===== src/rtl/rtsq_pkg.sv =====
package rtsq_pkg;

  typedef enum logic [1:0] {
    SRC_NONE = 2'd0,
    SRC_LOOP = 2'd1,
    SRC_TEST = 2'd2,
    SRC_GEN  = 2'd3
  } src_e;

  function automatic int unsigned wrap_inc(input int unsigned v, input int unsigned lim);
    return (v + 1 >= lim) ? 0 : v + 1;
  endfunction

  function automatic int unsigned bit_slot(input int unsigned idx, input int unsigned w);
    return idx * w;
  endfunction

endpackage


===== src/rtl/rtsq_gen_split.sv =====
module rtsq_gen_split #(
  parameter int NUM_PORTS = 8,
  localparam int PW = $clog2(NUM_PORTS)
) (
  input  logic                 clk,
  input  logic                 rst_n,
  input  logic [NUM_PORTS-1:0] gen_valid,
  input  logic [NUM_PORTS-1:0] test_en,
  input  logic [NUM_PORTS-1:0] to_rx,
  output logic [NUM_PORTS-1:0] fifo_req,
  output logic [NUM_PORTS-1:0] rx_req,
  output logic                 rx_win,
  output logic [PW-1:0]        rx_idx,
  output logic [NUM_PORTS-1:0] rx_lose
);

  for (genvar g = 0; g < NUM_PORTS; g++) begin : g_port
    assign fifo_req[g] = gen_valid[g] & ~test_en[g] & ~to_rx[g];
    assign rx_req[g]   = gen_valid[g] & ~test_en[g] &  to_rx[g];

    p_test_discard_r6: assert property (@(posedge clk) disable iff (!rst_n)
      test_en[g] |-> !fifo_req[g] && !rx_req[g]);
  end

  always_comb begin
    rx_win  = 1'b0;
    rx_idx  = '0;
    rx_lose = '0;
    for (int i = 0; i < NUM_PORTS; i++) begin
      if (rx_req[i]) begin
        if (!rx_win) begin
          rx_win = 1'b1;
          rx_idx = PW'(i);
        end else begin
          rx_lose[i] = 1'b1;
        end
      end
    end
  end

  p_rx_single_r10: assert property (@(posedge clk) disable iff (!rst_n)
    rx_win |-> !rx_lose[rx_idx] && rx_req[rx_idx]);

endmodule


===== src/rtl/rtsq_push_arb.sv =====
module rtsq_push_arb
  import rtsq_pkg::*;
#(
  parameter int NUM_PORTS = 8,
  localparam int PW = $clog2(NUM_PORTS)
) (
  input  logic                 clk,
  input  logic                 rst_n,
  input  logic                 lb_req,
  input  logic                 inj_req,
  input  logic [NUM_PORTS-1:0] gen_req,
  output src_e                 sel,
  output logic [PW-1:0]        gen_idx,
  output logic [NUM_PORTS-1:0] gen_lose,
  output logic                 inj_lose
);

  logic                 gen_any;
  logic [PW-1:0]        low_idx;
  logic [NUM_PORTS-1:0] low_mask;

  always_comb begin
    gen_any  = 1'b0;
    low_idx  = '0;
    low_mask = '0;
    for (int i = 0; i < NUM_PORTS; i++) begin
      if (gen_req[i] && !gen_any) begin
        gen_any     = 1'b1;
        low_idx     = PW'(i);
        low_mask[i] = 1'b1;
      end
    end
  end

  always_comb begin
    sel      = SRC_NONE;
    gen_idx  = low_idx;
    gen_lose = gen_req;
    inj_lose = 1'b0;
    if (lb_req) begin
      sel      = SRC_LOOP;
      inj_lose = inj_req;
    end else if (inj_req) begin
      sel = SRC_TEST;
    end else if (gen_any) begin
      sel      = SRC_GEN;
      gen_lose = gen_req & ~low_mask;
    end
  end

  p_loop_first_r8: assert property (@(posedge clk) disable iff (!rst_n)
    lb_req |-> sel == SRC_LOOP);
  p_test_over_gen_r8: assert property (@(posedge clk) disable iff (!rst_n)
    (!lb_req && inj_req) |-> sel == SRC_TEST && gen_lose == gen_req);
  p_one_winner_r8: assert property (@(posedge clk) disable iff (!rst_n)
    (sel == SRC_GEN) |-> $countones(gen_req & ~gen_lose) == 1);

endmodule


===== src/rtl/rtsq_fifo.sv =====
module rtsq_fifo
  import rtsq_pkg::*;
#(
  parameter int DEPTH = 16,
  parameter int DW    = 7,
  localparam int AW = $clog2(DEPTH),
  localparam int CW = $clog2(DEPTH + 1)
) (
  input  logic          clk,
  input  logic          rst_n,
  input  logic          push,
  input  logic [DW-1:0] push_data,
  input  logic          pop,
  output logic          pop_ok,
  output logic [DW-1:0] rd_data,
  output logic          full,
  output logic          empty,
  output logic          push_rej,
  output logic          pop_rej
);

  logic [DW-1:0] mem [DEPTH];
  logic [AW-1:0] wr_ptr, rd_ptr;
  logic [CW-1:0] count;
  logic          push_ok;

  assign full     = (count == CW'(DEPTH));
  assign empty    = (count == '0);
  assign push_ok  = push & ~full;
  assign pop_ok   = pop & ~empty;
  assign push_rej = push & full;
  assign pop_rej  = pop & empty;
  assign rd_data  = mem[rd_ptr];

  always_ff @(posedge clk) begin
    if (push_ok) mem[wr_ptr] <= push_data;
  end

  always_ff @(posedge clk or negedge rst_n) begin
    if (!rst_n) begin
      wr_ptr <= '0;
      rd_ptr <= '0;
      count  <= '0;
    end else begin
      if (push_ok) wr_ptr <= AW'(wrap_inc(int'(wr_ptr), DEPTH));
      if (pop_ok)  rd_ptr <= AW'(wrap_inc(int'(rd_ptr), DEPTH));
      case ({push_ok, pop_ok})
        2'b10:   count <= count + 1'b1;
        2'b01:   count <= count - 1'b1;
        default: count <= count;
      endcase
    end
  end

  p_full_hold_r3: assert property (@(posedge clk) disable iff (!rst_n)
    (full && push && !pop) |=> full && $stable(wr_ptr));
  p_empty_pop_r4: assert property (@(posedge clk) disable iff (!rst_n)
    (empty && pop) |-> !pop_ok);
  p_flags_excl_r11: assert property (@(posedge clk) disable iff (!rst_n)
    !(full && empty));
  p_count_bound_r11: assert property (@(posedge clk) disable iff (!rst_n)
    count <= CW'(DEPTH));

endmodule


===== src/rtl/rts_tx_queue.sv =====
module rts_tx_queue
  import rtsq_pkg::*;
#(
  parameter int NUM_PORTS = 8,
  parameter int RTS_W     = 4,
  parameter int DEPTH     = 16,
  localparam int PW = $clog2(NUM_PORTS),
  localparam int DW = PW + RTS_W
) (
  input  logic                       clk,
  input  logic                       rst_n,
  input  logic [NUM_PORTS-1:0]       gen_valid,
  input  logic [NUM_PORTS*RTS_W-1:0] gen_rts,
  input  logic [NUM_PORTS-1:0]       test_en,
  input  logic [NUM_PORTS-1:0]       gen_to_rx_en,
  input  logic                       tst_wr,
  input  logic [PW-1:0]              tst_port,
  input  logic [RTS_W-1:0]           tst_rts,
  input  logic                       lb_en,
  input  logic                       rx_valid,
  input  logic [PW-1:0]              rx_port,
  input  logic [RTS_W-1:0]           rx_rts,
  input  logic                       pop,
  output logic                       pop_valid,
  output logic [PW-1:0]              pop_port,
  output logic [RTS_W-1:0]           pop_rts,
  output logic                       rxp_valid,
  output logic [PW-1:0]              rxp_port,
  output logic [RTS_W-1:0]           rxp_rts,
  output logic                       q_full,
  output logic                       q_empty,
  output logic                       overflow_flag,
  output logic                       underflow_flag,
  output logic [NUM_PORTS:0]         drop_flag
);

  logic [NUM_PORTS-1:0] fifo_req, rx_req, rx_lose, gen_lose;
  logic                 rx_win, inj_lose;
  logic [PW-1:0]        rx_idx, gen_idx;
  logic                 lb_req, inj_req;
  src_e                 sel;
  logic                 push;
  logic [DW-1:0]        push_data, head;
  logic                 push_rej, pop_rej;

  assign lb_req  = lb_en & rx_valid;
  assign inj_req = tst_wr & test_en[tst_port];

  rtsq_gen_split #(.NUM_PORTS(NUM_PORTS)) u_split (
    .clk(clk), .rst_n(rst_n),
    .gen_valid(gen_valid), .test_en(test_en), .to_rx(gen_to_rx_en),
    .fifo_req(fifo_req), .rx_req(rx_req),
    .rx_win(rx_win), .rx_idx(rx_idx), .rx_lose(rx_lose)
  );

  rtsq_push_arb #(.NUM_PORTS(NUM_PORTS)) u_arb (
    .clk(clk), .rst_n(rst_n),
    .lb_req(lb_req), .inj_req(inj_req), .gen_req(fifo_req),
    .sel(sel), .gen_idx(gen_idx), .gen_lose(gen_lose), .inj_lose(inj_lose)
  );

  always_comb begin
    push      = 1'b1;
    push_data = '0;
    unique case (sel)
      SRC_LOOP: push_data = {rx_port, rx_rts};
      SRC_TEST: push_data = {tst_port, tst_rts};
      SRC_GEN:  push_data = {gen_idx, gen_rts[bit_slot(gen_idx, RTS_W) +: RTS_W]};
      default:  push = 1'b0;
    endcase
  end

  rtsq_fifo #(.DEPTH(DEPTH), .DW(DW)) u_fifo (
    .clk(clk), .rst_n(rst_n),
    .push(push), .push_data(push_data), .pop(pop),
    .pop_ok(pop_valid), .rd_data(head),
    .full(q_full), .empty(q_empty),
    .push_rej(push_rej), .pop_rej(pop_rej)
  );

  assign pop_port  = head[DW-1 -: PW];
  assign pop_rts   = head[RTS_W-1:0];
  assign rxp_valid = rx_win;
  assign rxp_port  = rx_idx;
  assign rxp_rts   = gen_rts[bit_slot(rx_idx, RTS_W) +: RTS_W];

  always_ff @(posedge clk or negedge rst_n) begin
    if (!rst_n) begin
      overflow_flag  <= 1'b0;
      underflow_flag <= 1'b0;
      drop_flag      <= '0;
    end else begin
      overflow_flag  <= overflow_flag | push_rej;
      underflow_flag <= underflow_flag | pop_rej;
      drop_flag      <= drop_flag | {inj_lose, gen_lose | rx_lose};
    end
  end

  p_ovf_sticky_r3: assert property (@(posedge clk) disable iff (!rst_n)
    (q_full && push) |=> overflow_flag);
  p_udf_sticky_r4: assert property (@(posedge clk) disable iff (!rst_n)
    underflow_flag |=> underflow_flag);
  p_inj_drop_r9: assert property (@(posedge clk) disable iff (!rst_n)
    (lb_req && inj_req) |=> drop_flag[NUM_PORTS]);
  p_route_not_queued_r10: assert property (@(posedge clk) disable iff (!rst_n)
    (sel == SRC_GEN) |-> !gen_to_rx_en[gen_idx]);

endmodule


===== config.mk =====
export PLATFORM = sky130hd
export DESIGN_NAME = rts_tx_queue
export DESIGN_NICKNAME = d
export VERILOG_FILES = /design/src/rtl/rtsq_pkg.sv /design/src/rtl/rtsq_gen_split.sv /design/src/rtl/rtsq_push_arb.sv /design/src/rtl/rtsq_fifo.sv /design/src/rtl/rts_tx_queue.sv
export SDC_FILE = /design/constraint.sdc
export NUM_CORES = 1
export LEC_CHECK = 0
export ABC_CLOCK_PERIOD_IN_PS = 3200
export BUFFER_PORTS_ARGS = -buffer_cell sky130_fd_sc_hd__buf_2
export CORE_UTILIZATION = 59
export CTS_BUF_LIST = sky130_fd_sc_hd__clkbuf_4 sky130_fd_sc_hd__clkbuf_8
export CTS_CLUSTER_DIAMETER = 80
export DETAILED_ROUTE_END_ITERATION = 12
export PLACE_DENSITY = 0.81
export SETUP_SLACK_MARGIN = 0.3
export SLEW_MARGIN = 20
export SYNTH_ARGS = -nofsm -noshare
export SYNTH_HDL_FRONTEND = slang
export SYNTH_SLANG_ARGS = --single-unit

===== constraint.sdc =====
create_clock -name clk -period 3.2 [get_ports clk]
set_input_delay 0 -clock clk [delete_from_list [all_inputs] [get_ports clk]]
set_output_delay 0 -clock clk [all_outputs]
set_load 0.005 [all_outputs]

==> insert_results.sql, run 1 <==
INSERT INTO impl_metrics (metric_group, metric, value, unit) VALUES
('status', 'result_of_the_run', 'finished, final reports clean', ''),
('timing', 'min_period', '2710', 'ps'),
('timing', 'final_min_period_over_clock_period', '84.6', '%'),
('grt', 'grt_first_pass_wirelength', '25500', 'um'),
('grt', 'grt_start_max_net_pins', '31', ''),
('clock_network', 'tritoncts.num_buffers', '17', ''),
('detailed_routing', 'post_drt_wl_per_cell', '23.0', 'um'),
('timing', 'slew_headroom', '34.8', '%'),
('detailed_routing', 'routed_via_density', '6.51', ''),
('placement', 'gp_routability_congestion', '0.984', ''),
('placement', 'placedInstanceArea', '0.00746', 'mm2'),
('clock_network', 'clk_pin_slew_worst_paths', '80', 'ps'),
('floorplan', 'floorplan.initialDensity', '61.5', '%'),
('timing', 'hold_viol_final', '0', ''),
('timing', 'setup_ws', '493', 'ps'),
('clock_network', 'insertion_delay', '440', 'ps'),
('final_layout', 'share_of_final_layout_standard_cells_stronger_than_drive_strength_1', '39.7', '%'),
('floorplan', 'floorplan.io_pins', '105', ''),
('detailed_routing', 'drc', '0', ''),
('job', 'max_cap_viol_count', '0', ''),
('clock_network', 'cts_max_level', '4', ''),
('logic_synthesis', 'ys_warn_count', '0', ''),
('pwr', 'power.static_leakage', '3.09', 'nW'),
('detailed_routing', 'ant_nets', '0', ''),
('timing', 'worst-slew-pin-transition', '971', 'ps'),
('min_path', 'min_from', 'gen_to_rx_en[4]', ''),
('final_layout', 'final.fill_count', '675', ''),
('detailed_routing', 'detailedRoute.firstIterationViolations', '484', ''),
('worst_setup_path', 'r2r_start', 'u_fifo.count[1]', ''),
('final_layout', 'nets', '660', ''),
('clock_network', 'cts_num_sinks', '136', ''),
('logic_synthesis', 'async_flop_share', '17.6', '%'),
('logic_synthesis', 'postSynthAreaPerCell', '15.3', 'um2'),
('floorplan', 'core.rowCount', '38', ''),
('floorplan', 'dieHeight', '109', 'um'),
('worst_setup_path', 'cp_data_arrival_time', '3040', 'ps'),
('timing', 'setup_viol', '0', ''),
('grt', 'grt_pass1_vias', '4745', ''),
('final_layout', 'finalCoreUtilization', '73.9', '%'),
('placement', 'detailed_place_hpwl', '11400', 'um'),
('worst_setup_path', 'worst_setup_path_startpoint', 'gen_valid[1]', ''),
('logic_synthesis', 'netlist-cell-type-count', '66', ''),
('timing', 'clock-skew-final', '11.1', 'ps'),
('logic_synthesis', 'post_synth_inst_count', '443', ''),
('pwr', 'power_density', '756', 'mW/mm2'),
('logic_synthesis', 'netlist_area', '0.00678', 'mm2'),
('worst_setup_path', 'worstPathRequired', '3530', 'ps'),
('worst_setup_path', 'critical_path.max_fanout', '9', ''),
('timing', 'fin_tns_setup', '0', 'ps'),
('logic_synthesis', 'synth-edff-count', '112', ''),
('clock_network', 'maximum_clock_insertion_buffer_count', '2', ''),
('grt', 'grt_antenna_before_repair', '0', ''),
('logic_synthesis', 'synth_nets', '527', ''),
('final_layout', 'antennaDiodeCount', '0', ''),
('clock_network', 'tritoncts_clock_tree', 'done', ''),
('logic_synthesis', 'ys_seq_elements', '136', ''),
('pwr', 'vdd_drop_max', '0.461', 'mV'),
('detailed_routing', 'detailedRoute.firstPassIterationCount', '5', ''),
('floorplan', 'core_area', '0.0110', 'mm2'),
('placement', 'pre_cts_ws', '157', 'ps'),
('detailed_routing', 'route.final.wire_length', '16800', 'um'),
('timing', 'timing.final.max_slew_violations', '0', ''),
('final_layout', 'areaGrowthSynthToFinish', '20.2', '%'),
('worst_setup_path', 'endpoint_kind', 'flip-flop', ''),
('placement', 'portBuffers', '104', ''),
('floorplan', 'die_extent_in_x', '109', 'um'),
('timing', 'grt_setup_unrepaired', 'false', ''),
('clock_network', 'root_buffer', 'sky130_fd_sc_hd__clkbuf_8', ''),
('min_path', 'worst_hold_path_type', 'primary input to flip-flop', ''),
('timing', 'maxClockFrequency', '369', 'MHz'),
('final_layout', 'stdcell_area', '0.00815', 'mm2'),
('worst_setup_path', 'path_class', 'primary input to flip-flop', ''),
('logic_synthesis', 'postSynth.topFlopCell', 'sky130_fd_sc_hd__edfxtp_1', ''),
('detailed_routing', 'routed-via-count', '4746', ''),
('timing', 'hold-worst-slack', '32.6', 'ps'),
('grt', 'global_route_congestion_overflow_total', '0', ''),
('worst_setup_path', 'critPathLaunchType', 'primary input', ''),
('logic_synthesis', 'synth_seq_area_share', '58.5', '%'),
('floorplan', 'floorplan.die_area', '0.0119', 'mm2'),
('grt', 'gr-usage-all-layers', '30.3', '%');
[critical path: stages]
cell and delay (ps):
sky130_fd_sc_hd__dlygate4sd3_1 530, sky130_fd_sc_hd__buf_2 130, sky130_fd_sc_hd__nor3b_2 190, sky130_fd_sc_hd__nor4_4 320, sky130_fd_sc_hd__nand3_2 160, sky130_fd_sc_hd__o31a_4 390
sky130_fd_sc_hd__clkinv_2 120, sky130_fd_sc_hd__ha_2 240, sky130_fd_sc_hd__xor2_2 170, sky130_fd_sc_hd__ha_2 220, sky130_fd_sc_hd__nor2_1 40, sky130_fd_sc_hd__a222oi_1 290
sky130_fd_sc_hd__nor2_1 90, sky130_fd_sc_hd__xor2_1 150
[final timing paths]
path	endpoint	slack, ps	cells past startpoint
max	u_fifo.count[4]	490	14
min	drop_flag[4]	30	3
max reg2reg	u_fifo.count[4]	630	11
min reg2reg	drop_flag[0]	450	1
max in group asynchronous	u_fifo.rd_ptr[0]	2610	2
min in group asynchronous	drop_flag[0]	130	2
[cell families (layout without fill, tap and decap cells)]
kind of cell	count (synthesis)	after routing	synth area share, %
flip-flops	136	136	58.5
multiplexers	63	63	18.2
XOR/XNOR	9	9	1.16
AND/OR/NAND/NOR	117	117	10.3
buffers and inverters	39	185	2.90
adder cells (fa/ha/maj)	8	8	1.48
AO/OA/AOI/OAI	71	71	7.53
[timing repair]
action	CTS	global route
endpoints found under the setup margin	0	3
hold buffers	17	0
endpoints found under the hold margin	32	0
resized for setup	0	9
buffers inserted	0	2
[placed cells by master (no fill, tap or decap), types with 3 or more instances in the layout]
cell type                       instances
sky130_fd_sc_hd__nor2_1                14
sky130_fd_sc_hd__o221ai_1               8
sky130_fd_sc_hd__mux4_1                 4
sky130_fd_sc_hd__nand3b_1               5
sky130_fd_sc_hd__buf_4                 15
sky130_fd_sc_hd__nor3_1                 5
sky130_fd_sc_hd__xor2_1                 4
sky130_fd_sc_hd__mux2_2                15
sky130_fd_sc_hd__nand3_1               13
sky130_fd_sc_hd__inv_1                 15
sky130_fd_sc_hd__buf_2                104
sky130_fd_sc_hd__dlygate4sd3_1         17
sky130_fd_sc_hd__clkbuf_8              21
sky130_fd_sc_hd__xnor2_1                4
sky130_fd_sc_hd__o21bai_1               3
sky130_fd_sc_hd__nand4_1                5
sky130_fd_sc_hd__edfxtp_1             112
sky130_fd_sc_hd__nor2b_1                7
sky130_fd_sc_hd__dfrtp_1               23
sky130_fd_sc_hd__o211ai_1              16
sky130_fd_sc_hd__and3_1                12
sky130_fd_sc_hd__a21oi_1                9
sky130_fd_sc_hd__a21o_1                 5
sky130_fd_sc_hd__mux4_2                41
sky130_fd_sc_hd__o21ai_0               13
sky130_fd_sc_hd__ha_1                   6
sky130_fd_sc_hd__nor3b_1                5
sky130_fd_sc_hd__nand2_1               22
sky130_fd_sc_hd__bufinv_16              4
sky130_fd_sc_hd__clkinvlp_4             3
[report_power, final]
part	total [mW]	leakage, nW	switching, mW	internal [mW]
Combinational	1.99	1.58	0.977	1.01
Clock	1.60	0.225	0.652	0.944
Sequential	2.58	1.28	0.271	2.31
Total	6.17	3.09	1.90	4.27
[cell usage after synthesis (all sizes together) (7+ instances only)]
library cell | instances | area, um2
edfxtp | 112 | 3360
clkbuf | 12 | 45.0
dfrtp | 24 | 601
a21oi | 9 | 45.0
mux2 | 16 | 184
buf | 11 | 90.1
ha | 8 | 100
o21ai | 15 | 75.1
nand3 | 15 | 80.1
nor2 | 15 | 58.8
nor3 | 7 | 40.0
nor3b | 8 | 70.1
o221ai | 8 | 70.1
nand2 | 23 | 88.8
inv | 15 | 56.3
nor2b | 8 | 50.1
and3 | 13 | 82.6
mux4 | 45 | 1030
o211ai | 17 | 133
[sequential cells by signal, summed over array words and instances (netlist names)]
| name | count |
|---|---|
| underflow_flag | 1 |
| u_fifo.count | 5 |
| overflow_flag | 1 |
| u_fifo.wr_ptr | 4 |
| u_fifo.mem | 112 |
| drop_flag | 9 |
| u_fifo.rd_ptr | 4 |
[area by class of cell]
class                   count  area, um2  share of cell area (%)
flip-flops and latches    136       3970                    48.6
multi-input cells         268       2660                    32.7
repair buffers            137        823                    10.1
clock buffers              22        297                    3.64
well taps                 140        175                    2.15
clock inverters            10        165                    2.03
inverters                  16       61.3                   0.752
[metal layers]
metal | global-route usage, % | part of all wire [%]
met1 | 38.6 | 38
met2 | 50.0 | 51
met3 | 7.17 | 8.2
met4 | 12.2 | 3.2
met5 | 0 | 0
[per-stage QoR]
step	power, mW	cells
after floorplan	3.89	443
after global placement	4.45	678
after detailed placement	4.55	678
after CTS	6.14	727
after global routing	6.45	729
final	6.17	729
Power figures use the tool's default switching activity.
==> run 2: changes to the inputs <==
- ABC_AREA: unset -> 1
- ABC_CLOCK_PERIOD_IN_PS: 3200 -> 2700
- clock period: 3.2 -> 2.7 ns (I/O delays scaled with it)
==> run 2 against run 1 <==
  * Cell count grew 42%
  * First-iteration DRC count grew 53%
  * Non-clock buffer count grew 19
  * Sequential share of layout area shrank 2.3 points
  * Core utilization grew 0.44 points
  * Largest power group is now combinational logic
  * Final area grew 5.0%
==> insert_results.sql, run 2 <==
INSERT INTO impl_metrics (metric_group, metric, value, unit) VALUES
('clock_network', 'cts_num_sinks', '136', ''),
('logic_synthesis', 'synth_nets', '816', ''),
('logic_synthesis', 'ys_top_cells_by_area', 'sky130_fd_sc_hd__edfxtp_1 (48%), sky130_fd_sc_hd__dfrtp_1 (8.5%), sky130_fd_sc_hd__nand2_1 (6.6%), sky130_fd_sc_hd__o21ai_0 (5.2%), sky130_fd_sc_hd__nor2_1 (5.1%)', ''),
('worst_setup_path', 'cp_data_arrival_time', '2990', 'ps'),
('logic_synthesis', 'ys_warn_count', '0', ''),
('logic_synthesis', 'netlist_area', '0.00705', 'mm2'),
('detailed_routing', 'routed_via_density', '5.92', ''),
('detailed_routing', 'wl_met2', '9030', 'um'),
('logic_synthesis', 'synth_top_cell_area_share', '47.7', '%'),
('logic_synthesis', 'postSynth.topFlopCell', 'sky130_fd_sc_hd__edfxtp_1', ''),
('logic_synthesis', 'async_flop_share', '17.6', '%'),
('grt', 'grt_first_pass_wirelength', '28600', 'um'),
('final_layout', 'most-common-layout-cells', 'sky130_fd_sc_hd__nand2_1 (121), sky130_fd_sc_hd__edfxtp_1 (112), sky130_fd_sc_hd__buf_2 (104)', ''),
('grt', 'grt_pass1_vias', '5937', ''),
('worst_setup_path', 'critical_path.max_fanout', '5', ''),
('pwr', 'vdd_drop_max', '0.392', 'mV'),
('placement', 'pre_cts_ws', '40.9', 'ps'),
('placement', 'gp_routability_congestion', '0.887', ''),
('timing', 'hold_viol_final', '0', ''),
('detailed_routing', 'post_drt_wl_per_cell', '17.7', 'um'),
('timing', 'clock-skew-final', '8.47', 'ps'),
('detailed_routing', 'detailedRoute.firstPassIterationCount', '5', ''),
('clock_network', 'tritoncts_clock_tree', 'done', ''),
('timing', 'timing.final.max_slew_violations', '0', ''),
('grt', 'global_route_congestion_overflow_total', '0', ''),
('clock_network', 'insertion_delay', '440', 'ps'),
('placement', 'place.detailed.instances', '971', ''),
('logic_synthesis', 'postSynthAreaPerCell', '9.63', 'um2'),
('timing', 'final_min_period_over_clock_period', '97.4', '%'),
('final_layout', 'final.fill_count', '727', ''),
('timing', 'worst-slew-pin-transition', '707', 'ps'),
('final_layout', 'ff_latch_area', '0.00397', 'mm2'),
('floorplan', 'floorplan.die_area', '0.0124', 'mm2'),
('logic_synthesis', 'netlist-cell-type-count', '44', ''),
('placement', 'portBuffers', '104', ''),
('floorplan', 'core_area', '0.0115', 'mm2'),
('logic_synthesis', 'ys_seq_elements', '136', ''),
('grt', 'grt_start_max_net_pins', '60', ''),
('detailed_routing', 'detailedRoute.firstIterationViolations', '741', ''),
('detailed_routing', 'routed-via-count', '6121', ''),
('final_layout', 'areaGrowthSynthToFinish', '21.5', '%'),
('clock_network', 'root_buffer', 'sky130_fd_sc_hd__clkbuf_8', ''),
('timing', 'setup_viol', '0', ''),
('floorplan', 'dieHeight', '111', 'um'),
('pwr', 'power.static_leakage', '3.52', 'nW'),
('job', 'max_cap_viol_count', '0', ''),
('final_layout', 'antennaDiodeCount', '0', ''),
('final_layout', 'largest_reg_flops', '112', ''),
('timing', 'grt_setup_unrepaired', 'true', ''),
('worst_setup_path', 'path_class', 'flip-flop to flip-flop', ''),
('timing', 'slew_headroom', '52.7', '%'),
('final_layout', 'share_of_final_layout_standard_cells_stronger_than_drive_strength_1', '26.4', '%'),
('grt', 'gr-usage-all-layers', '30.0', '%'),
('placement', 'detailed_place_hpwl', '12000', 'um'),
('logic_synthesis', 'synth.cells.most_frequent', 'sky130_fd_sc_hd__nand2_1 (123), sky130_fd_sc_hd__edfxtp_1 (112), sky130_fd_sc_hd__nor2_1 (96)', ''),
('detailed_routing', 'detailroute.wirelength.met3', '1780', 'um'),
('grt', 'grt_antenna_before_repair', '0', ''),
('worst_setup_path', 'endpoint_kind', 'flip-flop', ''),
('clock_network', 'cts_max_level', '4', ''),
('floorplan', 'floorplan.io_pins', '105', ''),
('timing', 'setup_ws', '70.6', 'ps'),
('final_layout', 'regMostFlops', 'u_fifo.mem', ''),
('floorplan', 'die_extent_in_x', '111', 'um'),
('floorplan', 'core.rowCount', '39', ''),
('worst_setup_path', 'worst-r2r-cell-count', '15', ''),
('detailed_routing', 'ant_nets', '0', ''),
('timing', 'maxClockFrequency', '380', 'MHz'),
('logic_synthesis', 'synth-edff-count', '112', ''),
('pwr', 'total_power_after_layout', '7.77', 'mW'),
('detailed_routing', 'highest_layer', 'met4', ''),
('floorplan', 'floorplan.initialDensity', '61.2', '%'),
('clock_network', 'clk_pin_slew_worst_paths', '80', 'ps'),
('final_layout', 'post_layout_cell_count', '1034', ''),
('timing', 'fin_tns_setup', '0', 'ps'),
('final_layout', 'multi_input_area', '0.00274', 'mm2'),
('worst_setup_path', 'critPathLaunchType', 'flip-flop', ''),
('min_path', 'worst_hold_path_type', 'primary input to flip-flop', ''),
('detailed_routing', 'route.final.wire_length', '18300', 'um'),
('logic_synthesis', 'post_synth_inst_count', '732', ''),
('logic_synthesis', 'synth_seq_area_share', '56.3', '%'),
('clock_network', 'maximum_clock_insertion_buffer_count', '2', ''),
('final_layout', 'biggestRegsByFlops', 'u_fifo.mem: 112 flops, drop_flag: 9 flops, u_fifo.count: 5 flops', ''),
('timing', 'min_period', '2630', 'ps'),
('min_path', 'min_path_cells', '5', ''),
('worst_setup_path', 'worstPathRequired', '3060', 'ps'),
('status', 'result_of_the_run', 'finished, final reports clean', ''),
('clock_network', 'tritoncts.num_buffers', '17', ''),
('pwr', 'power_density', '908', 'mW/mm2'),
('final_layout', 'final_common_cell', 'sky130_fd_sc_hd__nand2_1', ''),
('detailed_routing', 'met1_length', '6890', 'um'),
('logic_synthesis', 'synth_top_cell_by_area', 'sky130_fd_sc_hd__edfxtp_1', ''),
('detailed_routing', 'drc', '0', ''),
('logic_synthesis', 'yosys.cell_count.top_type', 'sky130_fd_sc_hd__nand2_1', ''),
('final_layout', 'nets', '962', '');
==> run 2: cell count changes in the layout (fill, tap and decap cells not counted), moves of 36 or more <==
cell,change
sky130_fd_sc_hd__nand3_1,+36
sky130_fd_sc_hd__nor2_1,+79
sky130_fd_sc_hd__mux4_2,-41
sky130_fd_sc_hd__o21ai_0,+59
sky130_fd_sc_hd__inv_1,+49
sky130_fd_sc_hd__nand2_1,+99
==> run 2: critical path, cell delays in order, from the launching register on <==
cell and delay, ps:
sky130_fd_sc_hd__dfrtp_1 460, sky130_fd_sc_hd__nor4_4 290, sky130_fd_sc_hd__inv_2 120, sky130_fd_sc_hd__nor2_4 140
sky130_fd_sc_hd__inv_2 60, sky130_fd_sc_hd__nand2_4 70, sky130_fd_sc_hd__inv_4 50, sky130_fd_sc_hd__ha_4 180
sky130_fd_sc_hd__xor2_2 180, sky130_fd_sc_hd__ha_2 220, sky130_fd_sc_hd__a21oi_2 50, sky130_fd_sc_hd__or2_4 260
sky130_fd_sc_hd__o21ai_4 170, sky130_fd_sc_hd__a21oi_2 70, sky130_fd_sc_hd__o21ai_1 100, sky130_fd_sc_hd__xor2_1 150
==> run 2: what timing repair did <==
item	4_1_cts	5_1_grt
endpoints found under the setup margin	1	39
cloned	0	1
hold endpoints to repair	34	0
hold buffers	15	0
setup buffers	6	9
pin swaps	5	10
gates resized for setup	5	12
==> run 2: logic make-up after synthesis <==
logic type | count (synthesis) | share of synthesized area (%)
buffers and inverters | 109 | 6.43
flip-flops | 136 | 56.3
adder cells (fa/ha/maj) | 8 | 1.42
AO/OA/AOI/OAI | 165 | 14.7
XOR/XNOR | 8 | 0.995
AND/OR/NAND/NOR | 306 | 20.2
==> run 2: path summary, 6_finish.rpt <==
check,from,end,slack [ps]
worst max-delay path,u_fifo.count[2],u_fifo.count[4],70
worst min-delay path,gen_to_rx_en[6],drop_flag[6],20
worst max register to register,u_fifo.count[2],u_fifo.count[4],70
worst min register to register,overflow_flag,overflow_flag,470
max in group asynchronous,rst_n,u_fifo.count[1],2200
min in group asynchronous,rst_n,drop_flag[6],70
==> run 2: per-stage QoR <==
step	instance area, um2	util [%]	hold slack, ps
after floorplan	7090	-	-296
after CTS	8420	73.1	15.7
final	8560	74.3	15.3
after global routing	8560	74.3	57.9
after global placement	7810	67.8	11.2
after detailed placement	7810	67.8	23.9
==> run 2: area by class of cell <==
| cell class | instances | share of cell area (%) |
|---|---|---|
| inverters | 79 | 3.61 |
| flip-flops and latches | 136 | 46.3 |
| clock buffers | 20 | 3.00 |
| repair buffers | 156 | 11.2 |
| multi-input cells | 488 | 32.0 |
| clock inverters | 12 | 1.72 |
| well taps | 143 | 2.09 |
==> run 2: per-layer routing <==
layer | track usage [%] | vias to the layer above
met2 | 51.3 | 391
met5 | 0 | -
met4 | 12.0 | 0
met1 | 37.0 | 2824
met3 | 6.45 | 55
li1 | - | 2851
==> run 2: power by group <==
| part | switching [mW] | internal [mW] |
|---|---|---|
| clock network | 0.768 | 0.941 |
| registers | 0.221 | 2.73 |
| logic | 2.01 | 1.09 |
| total | 3.00 | 4.77 |
==> run 3: changes to the inputs <==
- CORE_UTILIZATION: 59 -> 60
- GPL_TIMING_DRIVEN: unset -> 0
- PLACE_DENSITY: 0.81 -> 0.82
- SYNTH_HIERARCHICAL: unset -> 1
==> run 3 against run 2 <==
  * Clock skew barely moved
  * Synthesized area rose by 4.1%
  * Sequential cell count did not move
  * Clock-buffer cell count fell by 1
  * Hold slack improved by 36 ps
  * Sequential share of layout area fell by 0.33 points
  * Sequential power barely moved
  * Critical endpoint is now u_fifo/count[4]
==> insert_results.sql, run 3 <==
INSERT INTO impl_metrics (metric_group, metric, value, unit) VALUES
('detailed_routing', 'routed-via-count', '6196', ''),
('timing', 'setup_viol', '0', ''),
('clock_network', 'insertion_delay', '440', 'ps'),
('floorplan', 'floorplan.io_pins', '105', ''),
('timing', 'hold_viol_final', '0', ''),
('detailed_routing', 'routed_via_density', '5.34', ''),
('floorplan', 'die_extent_in_x', '113', 'um'),
('min_path', 'min_from', 'gen_to_rx_en[5]', ''),
('worst_setup_path', 'cp_data_arrival_time', '2560', 'ps'),
('final_layout', 'largest_reg_flops', '112', ''),
('worst_setup_path', 'r2r_start', 'u_fifo/count[1]', ''),
('clock_network', 'tritoncts_clock_tree', 'done', ''),
('worst_setup_path', 'worst_setup_path_startpoint', 'rx_valid', ''),
('detailed_routing', 'drc', '0', ''),
('timing', 'slew_headroom', '48.4', '%'),
('logic_synthesis', 'postSynthAreaPerCell', '8.50', 'um2'),
('timing', 'grt_setup_unrepaired', 'true', ''),
('worst_setup_path', 'worst_path_largest_cell_delay', '530', 'ps'),
('clock_network', 'tritoncts.num_buffers', '17', ''),
('final_layout', 'antennaDiodeCount', '0', ''),
('worst_setup_path', 'critical_path.max_fanout', '6', ''),
('final_layout', 'biggestRegsByFlops', 'u_fifo/mem: 112 flops, drop_flag: 9 flops, u_fifo/count: 5 flops', ''),
('timing', 'worst-slew-pin-transition', '768', 'ps'),
('logic_synthesis', 'post_synth_inst_count', '863', ''),
('worst_setup_path', 'worstPathRequired', '3030', 'ps'),
('worst_setup_path', 'timing.critical_path.slowest_stage_cell', 'sky130_fd_sc_hd__dlygate4sd3_1', ''),
('grt', 'global_route_congestion_overflow_total', '0', ''),
('final_layout', 'share_of_final_layout_standard_cells_stronger_than_drive_strength_1', '20.8', '%'),
('final_layout', 'final_common_cell', 'sky130_fd_sc_hd__nand2_1', ''),
('grt', 'gr-usage-all-layers', '29.0', '%'),
('final_layout', 'most-common-layout-cells', 'sky130_fd_sc_hd__nand2_1 (205), sky130_fd_sc_hd__nor2_1 (144), sky130_fd_sc_hd__buf_2 (115)', ''),
('floorplan', 'core.rowCount', '40', ''),
('clock_network', 'cts_max_level', '4', ''),
('pwr', 'power_density', '885', 'mW/mm2'),
('clock_network', 'clk_pin_slew_worst_paths', '70', 'ps'),
('placement', 'gp_routability_congestion', '0.878', ''),
('floorplan', 'floorplan.initialDensity', '61.3', '%'),
('timing', 'timing.final.max_slew_violations', '0', ''),
('final_layout', 'final.fill_count', '944', ''),
('worst_setup_path', 'timing.critical_path.cells', 'dlygate4sd3_1 -> buf_2 -> nand2_1 -> inv_1 -> inv_1 -> nand2_1 -> or2_2 -> nand2_2 -> ha_4 -> nand2_1 -> inv_1 -> nor2_2 -> ha_1 -> inv_1 -> nand2_1 -> nand3_1 -> nand3b_1 -> nand3_1 -> nand2_1', ''),
('placement', 'placedInstanceArea', '0.00807', 'mm2'),
('logic_synthesis', 'synth_nets', '948', ''),
('detailed_routing', 'route.final.wire_length', '17400', 'um'),
('grt', 'grt_start_max_net_pins', '25', ''),
('final_layout', 'regMostFlops', 'u_fifo/mem', ''),
('clock_network', 'cts_num_sinks', '136', ''),
('pwr', 'total_power_after_layout', '7.63', 'mW'),
('detailed_routing', 'detailedRoute.firstIterationViolations', '533', ''),
('min_path', 'worst_hold_path_type', 'primary input to flip-flop', ''),
('final_layout', 'areaGrowthSynthToFinish', '17.5', '%'),
('detailed_routing', 'post_drt_wl_per_cell', '15.0', 'um'),
('timing', 'final_min_period_over_clock_period', '82.5', '%'),
('timing', 'min_period', '2230', 'ps'),
('placement', 'portBuffers', '104', ''),
('detailed_routing', 'detailedRoute.firstPassIterationCount', '6', ''),
('grt', 'grt_antenna_before_repair', '0', ''),
('floorplan', 'dieHeight', '113', 'um'),
('placement', 'detailed_place_hpwl', '12800', 'um'),
('final_layout', 'nets', '1086', ''),
('grt', 'grt_first_pass_wirelength', '27700', 'um'),
('logic_synthesis', 'ys_warn_count', '6', ''),
('timing', 'clock-skew-final', '8.33', 'ps'),
('worst_setup_path', 'endpoint_kind', 'flip-flop', ''),
('pwr', 'vdd_drop_max', '0.477', 'mV'),
('floorplan', 'core_area', '0.0120', 'mm2'),
('detailed_routing', 'ant_nets', '0', ''),
('worst_setup_path', 'path_class', 'primary input to flip-flop', ''),
('final_layout', 'stdcell_area', '0.00862', 'mm2'),
('worst_setup_path', 'critical_path.most_common_cell', 'sky130_fd_sc_hd__nand2_1', ''),
('grt', 'grt_pass1_vias', '5936', ''),
('worst_setup_path', 'critPathLaunchType', 'primary input', ''),
('pwr', 'power.static_leakage', '3.92', 'nW'),
('floorplan', 'floorplan.die_area', '0.0127', 'mm2'),
('logic_synthesis', 'netlist_area', '0.00733', 'mm2'),
('status', 'result_of_the_run', 'finished, final reports clean', ''),
('job', 'max_cap_viol_count', '0', ''),
('clock_network', 'maximum_clock_insertion_buffer_count', '2', ''),
('clock_network', 'root_buffer', 'sky130_fd_sc_hd__clkbuf_8', ''),
('timing', 'maxClockFrequency', '449', 'MHz');
## run 3: report_power, final
group	leakage, nW	switching [mW]	internal [mW]	total [mW]
clock	0.190	0.697	0.814	1.51
sequential	1.28	0.163	2.78	2.95
combinational	2.44	2.09	1.08	3.17
total	3.92	2.95	4.67	7.63
## run 3: final cells by class
type / instances / area, um2 / area share (%)
sequential: 136 / 3960 / 46.0
inverter: 115 / 432 / 5.01
timing repair buffer: 119 / 686 / 7.96
clock inverter: 12 / 110 / 1.28
clock buffer: 19 / 249 / 2.89
tap: 147 / 184 / 2.13
multi-input combinational: 584 / 2820 / 32.8
buffer: 28 / 171 / 1.99
## run 3: path summary, 6_finish.rpt
| path | slack, ps | endpoint | cells past startpoint |
|---|---|---|---|
| max | 470 | u_fifo/count[4] | 19 |
| min | 50 | drop_flag[5] | 4 |
| max reg2reg | 480 | u_fifo/count[4] | 16 |
| min reg2reg | 460 | drop_flag[8] | 1 |
| max in group asynchronous | 2260 | u_fifo/rd_ptr[2] | 2 |
| min in group asynchronous | 70 | drop_flag[4] | 2 |
## run 3: layer usage
| layer | vias to the layer above | global-route usage, % | wire length, um |
|---|---|---|---|
| met4 | 0 | 14.8 | 531 |
| met3 | 54 | 5.89 | 1210 |
| met2 | 282 | 50.7 | 8620 |
| met5 | - | 0 | 0 |
| met1 | 2780 | 34.0 | 7030 |
| li1 | 3080 | - | - |
## run 3: critical path: cells and delay by family
kind	cells	cell delay (ps)
AND/OR/NAND/NOR	11	1160
adder cells (fa/ha/maj)	2	390
buffers and inverters	6	1010
## run 3: through the flow
stage | worst slack [ps] | util (%) | instances | hold WS [ps] | TNS (ps)
after global placement | -370 | 67.2 | 1114 | 9.24 | -10000
after CTS | 301 | 71.2 | 1155 | 10.6 | 0
after global routing | 273 | 72.1 | 1160 | 52.3 | 0
after detailed placement | -215 | 67.5 | 1116 | 14.7 | -6710
final | 472 | 72.1 | 1160 | 51.5 | 0
after floorplan | 440 | - | 863 | -296 | 0
## run 3: timing repair
item / CTS / global route
pin swaps: 0 / 4
setup endpoints to repair: 1 / 143
buffers inserted: 0 / 5
gates resized for setup: 1 / 16
endpoints found under the hold margin: 32 / 0
hold buffers: 8 / 0
